`src/rtl/ptw_pkg.sv`:
```
package ptw_pkg;
  typedef enum logic [2:0] {
    FLT_NONE     = 3'd0,
    FLT_ACCESS   = 3'd1,
    FLT_INVALID  = 3'd2,
    FLT_MISALIGN = 3'd3,
    FLT_PERM     = 3'd4
  } fault_e;

  typedef enum logic [1:0] {
    ST_IDLE = 2'd0,
    ST_REQ  = 2'd1,
    ST_RSP  = 2'd2
  } walk_state_e;

  localparam int FLG_V = 0;
  localparam int FLG_R = 1;
  localparam int FLG_W = 2;
  localparam int FLG_X = 3;
  localparam int FLG_G = 5;
endpackage

```
`src/rtl/ptw_pte_decode.sv`:
```
module ptw_pte_decode
  import ptw_pkg::*;
#(
  parameter int PTE_W   = 64,
  parameter int PPN_W   = 44,
  parameter int PPN_LSB = 10
) (
  input  logic [PTE_W-1:0] pte_i,
  output logic             invalid_o,
  output logic             pointer_o,
  output logic             global_o,
  output logic [PPN_W-1:0] ppn_o
);
  logic v, r, w, x;
  logic unused_dec;

  assign v = pte_i[FLG_V];
  assign r = pte_i[FLG_R];
  assign w = pte_i[FLG_W];
  assign x = pte_i[FLG_X];

  assign invalid_o = !v || (w && !r);
  assign pointer_o = v && !r && !w && !x;
  assign global_o  = pte_i[FLG_G];
  assign ppn_o     = pte_i[PPN_LSB +: PPN_W];

  assign unused_dec = ^{pte_i[PTE_W-1:PPN_LSB+PPN_W], pte_i[PPN_LSB-1:FLG_G+1], pte_i[4]};
endmodule

```
`src/rtl/ptw_addr_gen.sv`:
```
module ptw_addr_gen #(
  parameter int VA_W      = 39,
  parameter int PA_W      = 56,
  parameter int LEVELS    = 3,
  parameter int VPN_W     = 9,
  parameter int PAGE_BITS = 12,
  parameter int PTE_LOG   = 3,
  parameter int LVL_W     = 2
) (
  input  logic [PA_W-1:0]  base_i,
  input  logic [VA_W-1:0]  va_i,
  input  logic [LVL_W-1:0] level_i,
  output logic [PA_W-1:0]  addr_o
);
  logic [VPN_W-1:0] vpn_arr [LEVELS];
  logic [VPN_W-1:0] vpn_sel;
  logic             unused_ofs;

  for (genvar l = 0; l < LEVELS; l++) begin : g_vpn
    assign vpn_arr[l] = va_i[PAGE_BITS + l*VPN_W +: VPN_W];
  end

  always_comb begin
    vpn_sel = '0;
    for (int l = 0; l < LEVELS; l++) begin
      if (level_i == LVL_W'(l)) vpn_sel = vpn_arr[l];
    end
  end

  assign addr_o     = base_i + (PA_W'(vpn_sel) << PTE_LOG);
  assign unused_ofs = ^va_i[PAGE_BITS-1:0];
endmodule

```
`src/rtl/ptw_leaf_pa.sv`:
```
module ptw_leaf_pa #(
  parameter  int VA_W      = 39,
  parameter  int PA_W      = 56,
  parameter  int LVL_W     = 2,
  parameter  int VPN_W     = 9,
  parameter  int PAGE_BITS = 12,
  localparam int PPN_W     = PA_W - PAGE_BITS,
  localparam int VPNS_W    = VA_W - PAGE_BITS
) (
  input  logic [PPN_W-1:0] ppn_i,
  input  logic [VA_W-1:0]  va_i,
  input  logic [LVL_W-1:0] level_i,
  output logic             misaligned_o,
  output logic [PA_W-1:0]  pa_o
);
  logic [PPN_W-1:0] low_mask;
  logic [PPN_W-1:0] vpns;

  // bits below the leaf level come from the VA
  assign low_mask     = ~({PPN_W{1'b1}} << (int'(level_i) * VPN_W));
  assign vpns         = PPN_W'(va_i[VA_W-1:PAGE_BITS]);
  assign misaligned_o = |(ppn_i & low_mask);
  assign pa_o         = {ppn_i | (vpns & low_mask), va_i[PAGE_BITS-1:0]};

  if (VPNS_W > PPN_W) begin : g_bad_width
    initial $error("virtual page field wider than physical page number");
  end
endmodule

```
`src/rtl/pt_walker.sv`:
```
module pt_walker
  import ptw_pkg::*;
#(
  parameter  int VA_W      = 39,
  parameter  int PA_W      = 56,
  parameter  int PTE_W     = 64,
  parameter  int LEVELS    = 3,
  parameter  int VPN_W     = 9,
  parameter  int PAGE_BITS = 12,
  parameter  int PTE_LOG   = 3,
  parameter  int PPN_LSB   = 10,
  localparam int PPN_W     = PA_W - PAGE_BITS,
  localparam int LVL_W     = (LEVELS > 1) ? $clog2(LEVELS) : 1
) (
  input  logic             clk_i,
  input  logic             rst_ni,
  input  logic             start_i,
  input  logic [VA_W-1:0]  va_i,
  input  logic [PA_W-1:0]  root_i,
  input  logic             global_i,
  input  logic             perm_ok_i,
  output logic             busy_o,
  output logic             mem_req_valid_o,
  input  logic             mem_req_ready_i,
  output logic [PA_W-1:0]  mem_req_addr_o,
  input  logic             mem_rsp_valid_i,
  input  logic             mem_rsp_err_i,
  input  logic [PTE_W-1:0] mem_rsp_data_i,
  output logic             done_o,
  output logic             fault_o,
  output logic [2:0]       fault_code_o,
  output logic [PA_W-1:0]  pa_o,
  output logic [PTE_W-1:0] pte_o,
  output logic [PA_W-1:0]  pte_addr_o,
  output logic [LVL_W-1:0] level_o,
  output logic             global_o
);
  walk_state_e      state_q;
  logic [VA_W-1:0]  va_q;
  logic [PA_W-1:0]  base_q;
  logic [LVL_W-1:0] lvl_q;
  logic             glob_q;

  logic             done_q;
  fault_e           fault_q;
  logic [PA_W-1:0]  pa_q;
  logic [PTE_W-1:0] pte_q;
  logic [PA_W-1:0]  pte_addr_q;
  logic [LVL_W-1:0] lvl_out_q;
  logic             glob_out_q;

  logic             dec_invalid, dec_pointer, dec_g;
  logic [PPN_W-1:0] dec_ppn;
  logic [PA_W-1:0]  req_addr;
  logic             leaf_misaligned;
  logic [PA_W-1:0]  leaf_pa;

  logic             walk_on;
  fault_e           fault_nxt;
  logic             glob_acc;

  ptw_pte_decode #(
    .PTE_W  (PTE_W),
    .PPN_W  (PPN_W),
    .PPN_LSB(PPN_LSB)
  ) u_dec (
    .pte_i    (mem_rsp_data_i),
    .invalid_o(dec_invalid),
    .pointer_o(dec_pointer),
    .global_o (dec_g),
    .ppn_o    (dec_ppn)
  );

  ptw_addr_gen #(
    .VA_W     (VA_W),
    .PA_W     (PA_W),
    .LEVELS   (LEVELS),
    .VPN_W    (VPN_W),
    .PAGE_BITS(PAGE_BITS),
    .PTE_LOG  (PTE_LOG),
    .LVL_W    (LVL_W)
  ) u_addr (
    .base_i (base_q),
    .va_i   (va_q),
    .level_i(lvl_q),
    .addr_o (req_addr)
  );

  ptw_leaf_pa #(
    .VA_W     (VA_W),
    .PA_W     (PA_W),
    .LVL_W    (LVL_W),
    .VPN_W    (VPN_W),
    .PAGE_BITS(PAGE_BITS)
  ) u_leaf (
    .ppn_i       (dec_ppn),
    .va_i        (va_q),
    .level_i     (lvl_q),
    .misaligned_o(leaf_misaligned),
    .pa_o        (leaf_pa)
  );

  // fault priority: bus error, invalid, pointer at bottom, permission, alignment
  always_comb begin
    walk_on   = 1'b0;
    fault_nxt = FLT_NONE;
    if (mem_rsp_err_i)                 fault_nxt = FLT_ACCESS;
    else if (dec_invalid)              fault_nxt = FLT_INVALID;
    else if (dec_pointer) begin
      if (lvl_q == '0)                 fault_nxt = FLT_INVALID;
      else                             walk_on   = 1'b1;
    end
    else if (!perm_ok_i)               fault_nxt = FLT_PERM;
    else if (leaf_misaligned)          fault_nxt = FLT_MISALIGN;
  end

  assign glob_acc = glob_q | (!mem_rsp_err_i && dec_g);

  always_ff @(posedge clk_i or negedge rst_ni) begin
    if (!rst_ni) begin
      state_q    <= ST_IDLE;
      va_q       <= '0;
      base_q     <= '0;
      lvl_q      <= '0;
      glob_q     <= 1'b0;
      done_q     <= 1'b0;
      fault_q    <= FLT_NONE;
      pa_q       <= '0;
      pte_q      <= '0;
      pte_addr_q <= '0;
      lvl_out_q  <= '0;
      glob_out_q <= 1'b0;
    end else begin
      done_q <= 1'b0;
      unique case (state_q)
        ST_IDLE: begin
          if (start_i) begin
            va_q    <= va_i;
            base_q  <= root_i;
            lvl_q   <= LVL_W'(LEVELS - 1);
            glob_q  <= global_i;
            state_q <= ST_REQ;
          end
        end
        ST_REQ: begin
          if (mem_req_ready_i) state_q <= ST_RSP;
        end
        ST_RSP: begin
          if (mem_rsp_valid_i) begin
            glob_q <= glob_acc;
            if (walk_on) begin
              base_q  <= {dec_ppn, {PAGE_BITS{1'b0}}};
              lvl_q   <= lvl_q - 1'b1;
              state_q <= ST_REQ;
            end else begin
              state_q    <= ST_IDLE;
              done_q     <= 1'b1;
              fault_q    <= fault_nxt;
              pa_q       <= leaf_pa;
              pte_q      <= mem_rsp_data_i;
              pte_addr_q <= req_addr;
              lvl_out_q  <= lvl_q;
              glob_out_q <= glob_acc;
            end
          end
        end
        default: state_q <= ST_IDLE;
      endcase
    end
  end

  assign busy_o          = (state_q != ST_IDLE);
  assign mem_req_valid_o = (state_q == ST_REQ);
  assign mem_req_addr_o  = req_addr;
  assign done_o          = done_q;
  assign fault_o         = (fault_q != FLT_NONE);
  assign fault_code_o    = fault_q;
  assign pa_o            = pa_q;
  assign pte_o           = pte_q;
  assign pte_addr_o      = pte_addr_q;
  assign level_o         = lvl_out_q;
  assign global_o        = glob_out_q;
endmodule

```
`config.mk`:
```
export PLATFORM = sky130hd
export DESIGN_NAME = pt_walker
export DESIGN_NICKNAME = d
export VERILOG_FILES = /design/src/rtl/ptw_pkg.sv /design/src/rtl/ptw_pte_decode.sv /design/src/rtl/ptw_addr_gen.sv /design/src/rtl/ptw_leaf_pa.sv /design/src/rtl/pt_walker.sv
export SDC_FILE = /design/constraint.sdc
export NUM_CORES = 1
export LEC_CHECK = 0
export ABC_AREA = 1
export ABC_CLOCK_PERIOD_IN_PS = 4720
export BUFFER_PORTS_ARGS = -buffer_cell sky130_fd_sc_hd__buf_4
export CAP_MARGIN = 20
export CORE_UTILIZATION = 52
export DETAILED_ROUTE_END_ITERATION = 6
export PLACE_DENSITY_LB_ADDON = 0.08
export SLEW_MARGIN = 15
export SYNTH_ARGS = -nofsm -noshare
export SYNTH_HDL_FRONTEND = slang
export SYNTH_SLANG_ARGS = --single-unit
```
`constraint.sdc`:
```
create_clock -name clk_i -period 4.72 [get_ports clk_i]
set_input_delay 0.944 -clock clk_i [delete_from_list [all_inputs] [get_ports clk_i]]
set_output_delay 0.944 -clock clk_i [all_outputs]
set_load 0.03 [all_outputs]
```
==> impl_metrics.sql <==
INSERT INTO impl_metrics (metric_group, metric, value, unit) VALUES
('outcome', 'status', 'completed', ''),
('floorplan', 'chipHeight', '162.9', 'um'),
('floorplan', 'core-area', '25250', 'um^2'),
('layout', 'antenna_cells_inserted', '0', ''),
('global_route', 'first_global_vias', '12612', ''),
('route', 'met3WireLength', '4.402', 'mm'),
('worst_setup_path', 'startpoint_type', 'flip-flop', ''),
('worst_setup_path', 'critical_path.top_delay_family', 'simple AND/OR/NAND/NOR gates', ''),
('layout', 'post_route_cells_drive_above_1_share', '23.79', '%'),
('global_route', 'grt_use_total', '34.91', '%'),
('synth', 'number_of_enable_flip_flop_cells_after_synthesis', '0', ''),
('synth', 'ys_seq_elements', '266', ''),
('timing', 'worst_pin_slew', '1003', 'ps'),
('timing', 'final.setup.worst_slack', '96.54', 'ps'),
('placement', 'place_ws', '97.45', 'ps'),
('route', 'first_iter_violations', '1567', ''),
('worst_setup_path', 'timing.critical_path.buf_inv', '4', ''),
('route', 'met2RoutedLength', '21.18', 'mm'),
('worst_setup_path', 'required_time_at_the_endpoint_of_the_critical_path', '3780', 'ps'),
('power_and_ir_drop', 'p_leak', '9.583', 'nW'),
('clock_tree', 'total_cts_buffers', '29', ''),
('route', 'via_per_inst', '5.262', ''),
('global_route', 'globalRouteOverflowTotal', '0', ''),
('placement', 'finalWeightedCongestion', '0.9864', ''),
('placement', 'io_buffer_count', '408', ''),
('route', 'firstDrtPassIters', '7', ''),
('timing', 'slew_violations', '0', ''),
('timing', 'clock.fmax', '216.3', 'MHz'),
('timing', 'hold_ws', '420.3', 'ps'),
('route', 'wl_per_cell', '18.39', 'um'),
('clock_tree', 'cts_root_buffer', 'sky130_fd_sc_hd__clkbuf_16', ''),
('power_and_ir_drop', 'pwr_per_cell_area', '850.6', 'nW/um^2'),
('layout', 'final_nets', '2387', ''),
('clock_tree', 'clk_pin_slew', '70', 'ps'),
('layout', 'layout_common_cells', 'sky130_fd_sc_hd__nand2_1, sky130_fd_sc_hd__buf_4, sky130_fd_sc_hd__dfrtp_1', ''),
('worst_setup_path', 'worst-path-max-fanout', '5', ''),
('worst_setup_path', 'path_common_cell', 'sky130_fd_sc_hd__inv_1', ''),
('clock_tree', 'cts_hold_fix_bufs', '0', ''),
('route', 'drc', '0', ''),
('clock_tree', 'h-tree-depth', '1', ''),
('global_route', 'initial_antenna_violation_count', '0', ''),
('route', 'dr_total_vias', '13460', ''),
('timing', 'worst_clock_skew', '27.47', 'ps'),
('floorplan', 'initial_utilization', '53.30', '%'),
('timing', 'relSlewSlack', '33.11', '%'),
('route', 'dr.max_layer_used', 'met4', ''),
('timing', 'timing.final.crit_period', '4623', 'ps'),
('floorplan', 'die_width', '162.9', 'um'),
('worst_setup_path', 'critPathSlowestCell', 'sky130_fd_sc_hd__dfrtp_2', ''),
('synth', 'synth_top_cell_by_area', 'sky130_fd_sc_hd__dfrtp_1', ''),
('synth', 'syn-mean-instance-area', '7.340', 'um^2'),
('power_and_ir_drop', 'irDropWorstVdd', '0.001001', 'V'),
('worst_setup_path', 'setup.worst_path.start', 'lvl_q[0]', ''),
('global_route', 'maximum_number_of_pins_on_one_net_before_global_route_repair', '120', ''),
('layout', 'n_fill_cell', '2072', ''),
('worst_setup_path', 'worstReg2RegStart', 'lvl_q[0]', ''),
('synth', 'synth_warnings', '0', ''),
('worst_setup_path', 'criticalPathCategory', 'flip-flop to output pin', ''),
('synth', 'yosysUniqueCellTypes', '33', ''),
('synth', 'postSynthNetCount', '2016', ''),
('clock_tree', 'cts_max_path_buffers', '3', ''),
('global_route', 'first_pass_grt_wire_length', '70.86', 'mm'),
('power_and_ir_drop', 'finalPower', '15.17', 'mW'),
('route', 'finalWirelength', '47.05', 'mm'),
('placement', 'dp_hpwl', '35.33', 'mm'),
('worst_setup_path', 'worstSetupEndpointType', 'output pin', ''),
('hold_path', 'path_category_of_the_worst_min_delay_check', 'input port to async pin', ''),
('synth', 'asyncSetResetFlopFracSynth', '100.0', '%'),
('floorplan', 'top_level_ports', '409', ''),
('route', 'final_antenna_net_count', '0', ''),
('synth', 'dominantRegCellSynth', 'sky130_fd_sc_hd__dfrtp_1', '');
worst reg2reg max path, delay by kind of cell, from the launching register on:
kind | cells | cell delay, ps
AOI/OAI and AO/OA | 2 | 390
and+or+nand+nor | 10 | 1270
adders and majority gates | 2 | 610
buffers and inverters | 3 | 380
DFF | 1 | 380
path summary, 6_finish.rpt:
path                                      end  cells past startpoint  slack, ps
min in group clk_i                    pa_o[5]                      2        460
max reg2reg                    pte_addr_o[24]                     17       1590
max                        mem_req_addr_o[24]                     16        100
min                                base_q[48]                      1        420
max in group asynchronous      pte_addr_o[55]                      2       3360
min reg2reg                           pa_o[5]                      2        460
layer usage:
| layer | vias to the layer above | track usage (%) |
|---|---|---|
| li1 | 6393 | - |
| met1 | 6311 | 48.50 |
| met2 | 639 | 53.52 |
| met3 | 117 | 7.741 |
| met4 | 0 | 12.83 |
| met5 | - | 0 |
sequential cells by signal (all words and copies together), names as in the netlist:
signal / flops
base_q: 56
pte_addr_o: 56
pa_o: 55
pte_o: 48
va_q: 39
fault_code_o: 3
level_o: 2
lvl_q: 2
state_q: 2
done_o: 1
glob_q: 1
global_o: 1
timing repair:
action / in CTS / in global routing
cloned: 0 / 2
setup endpoints to repair: 49 / 46
pin swaps: 0 / 6
gates resized for setup: 15 / 29
setup buffers: 0 / 4
final cells by class:
cell class	count	area [um^2]	share of cell area, %
flip-flops and latches	266	6659	37.33
multi-input cells	1319	5873	32.92
repair buffers	425	3248	18.21
clock buffers	39	823.3	4.615
clock inverters	15	205.2	1.150
well taps	330	412.9	2.314
inverters	164	618.1	3.465
where the power goes:
part           leakage, nW  internal [mW]  switching [mW]
clock                0.500           1.45           0.995
combinational         5.81           2.78            5.74
sequential            3.27           3.34           0.869
through the flow:
stage	instances	cell area, um^2	setup TNS [ps]
2_1_floorplan	1834	13460	0
3_3_place_gp	2498	16600	0
3_5_place_dp	2498	16600	0
4_1_cts	2552	17690	0
5_1_grt	2558	17840	-518.8
6_report	2558	17840	0
synthesized netlist by cell type (2+ instances only):
library cell and number:
sky130_fd_sc_hd__inv_1 160, sky130_fd_sc_hd__dfrtp_1 266, sky130_fd_sc_hd__nand2_1 806, sky130_fd_sc_hd__nand3_2 2
sky130_fd_sc_hd__nor2_1 176, sky130_fd_sc_hd__a21oi_1 41, sky130_fd_sc_hd__buf_6 4, sky130_fd_sc_hd__o21ai_0 57
sky130_fd_sc_hd__buf_4 31, sky130_fd_sc_hd__inv_2 4, sky130_fd_sc_hd__nor2_2 2, sky130_fd_sc_hd__and2_1 12
sky130_fd_sc_hd__clkbuf_1 25, sky130_fd_sc_hd__ha_1 14, sky130_fd_sc_hd__buf_2 27, sky130_fd_sc_hd__o31ai_1 2
sky130_fd_sc_hd__nand3_1 87, sky130_fd_sc_hd__nor2_4 2, sky130_fd_sc_hd__xor2_1 17, sky130_fd_sc_hd__nand4_1 14
sky130_fd_sc_hd__nor3_1 13, sky130_fd_sc_hd__o21ai_1 53, sky130_fd_sc_hd__a221oi_1 9
cell families (layout without fill, tap and decap cells):
group,count (synthesis),after routing,share of synthesized area (%)
buf+inv,251,643,8.337
fa+ha+maj,15,15,1.450
xor+xnor,17,17,1.106
compound gates,166,166,6.590
simple gates,1119,1121,33.07
flops,266,266,49.45
Power figures use the tool's default switching activity.
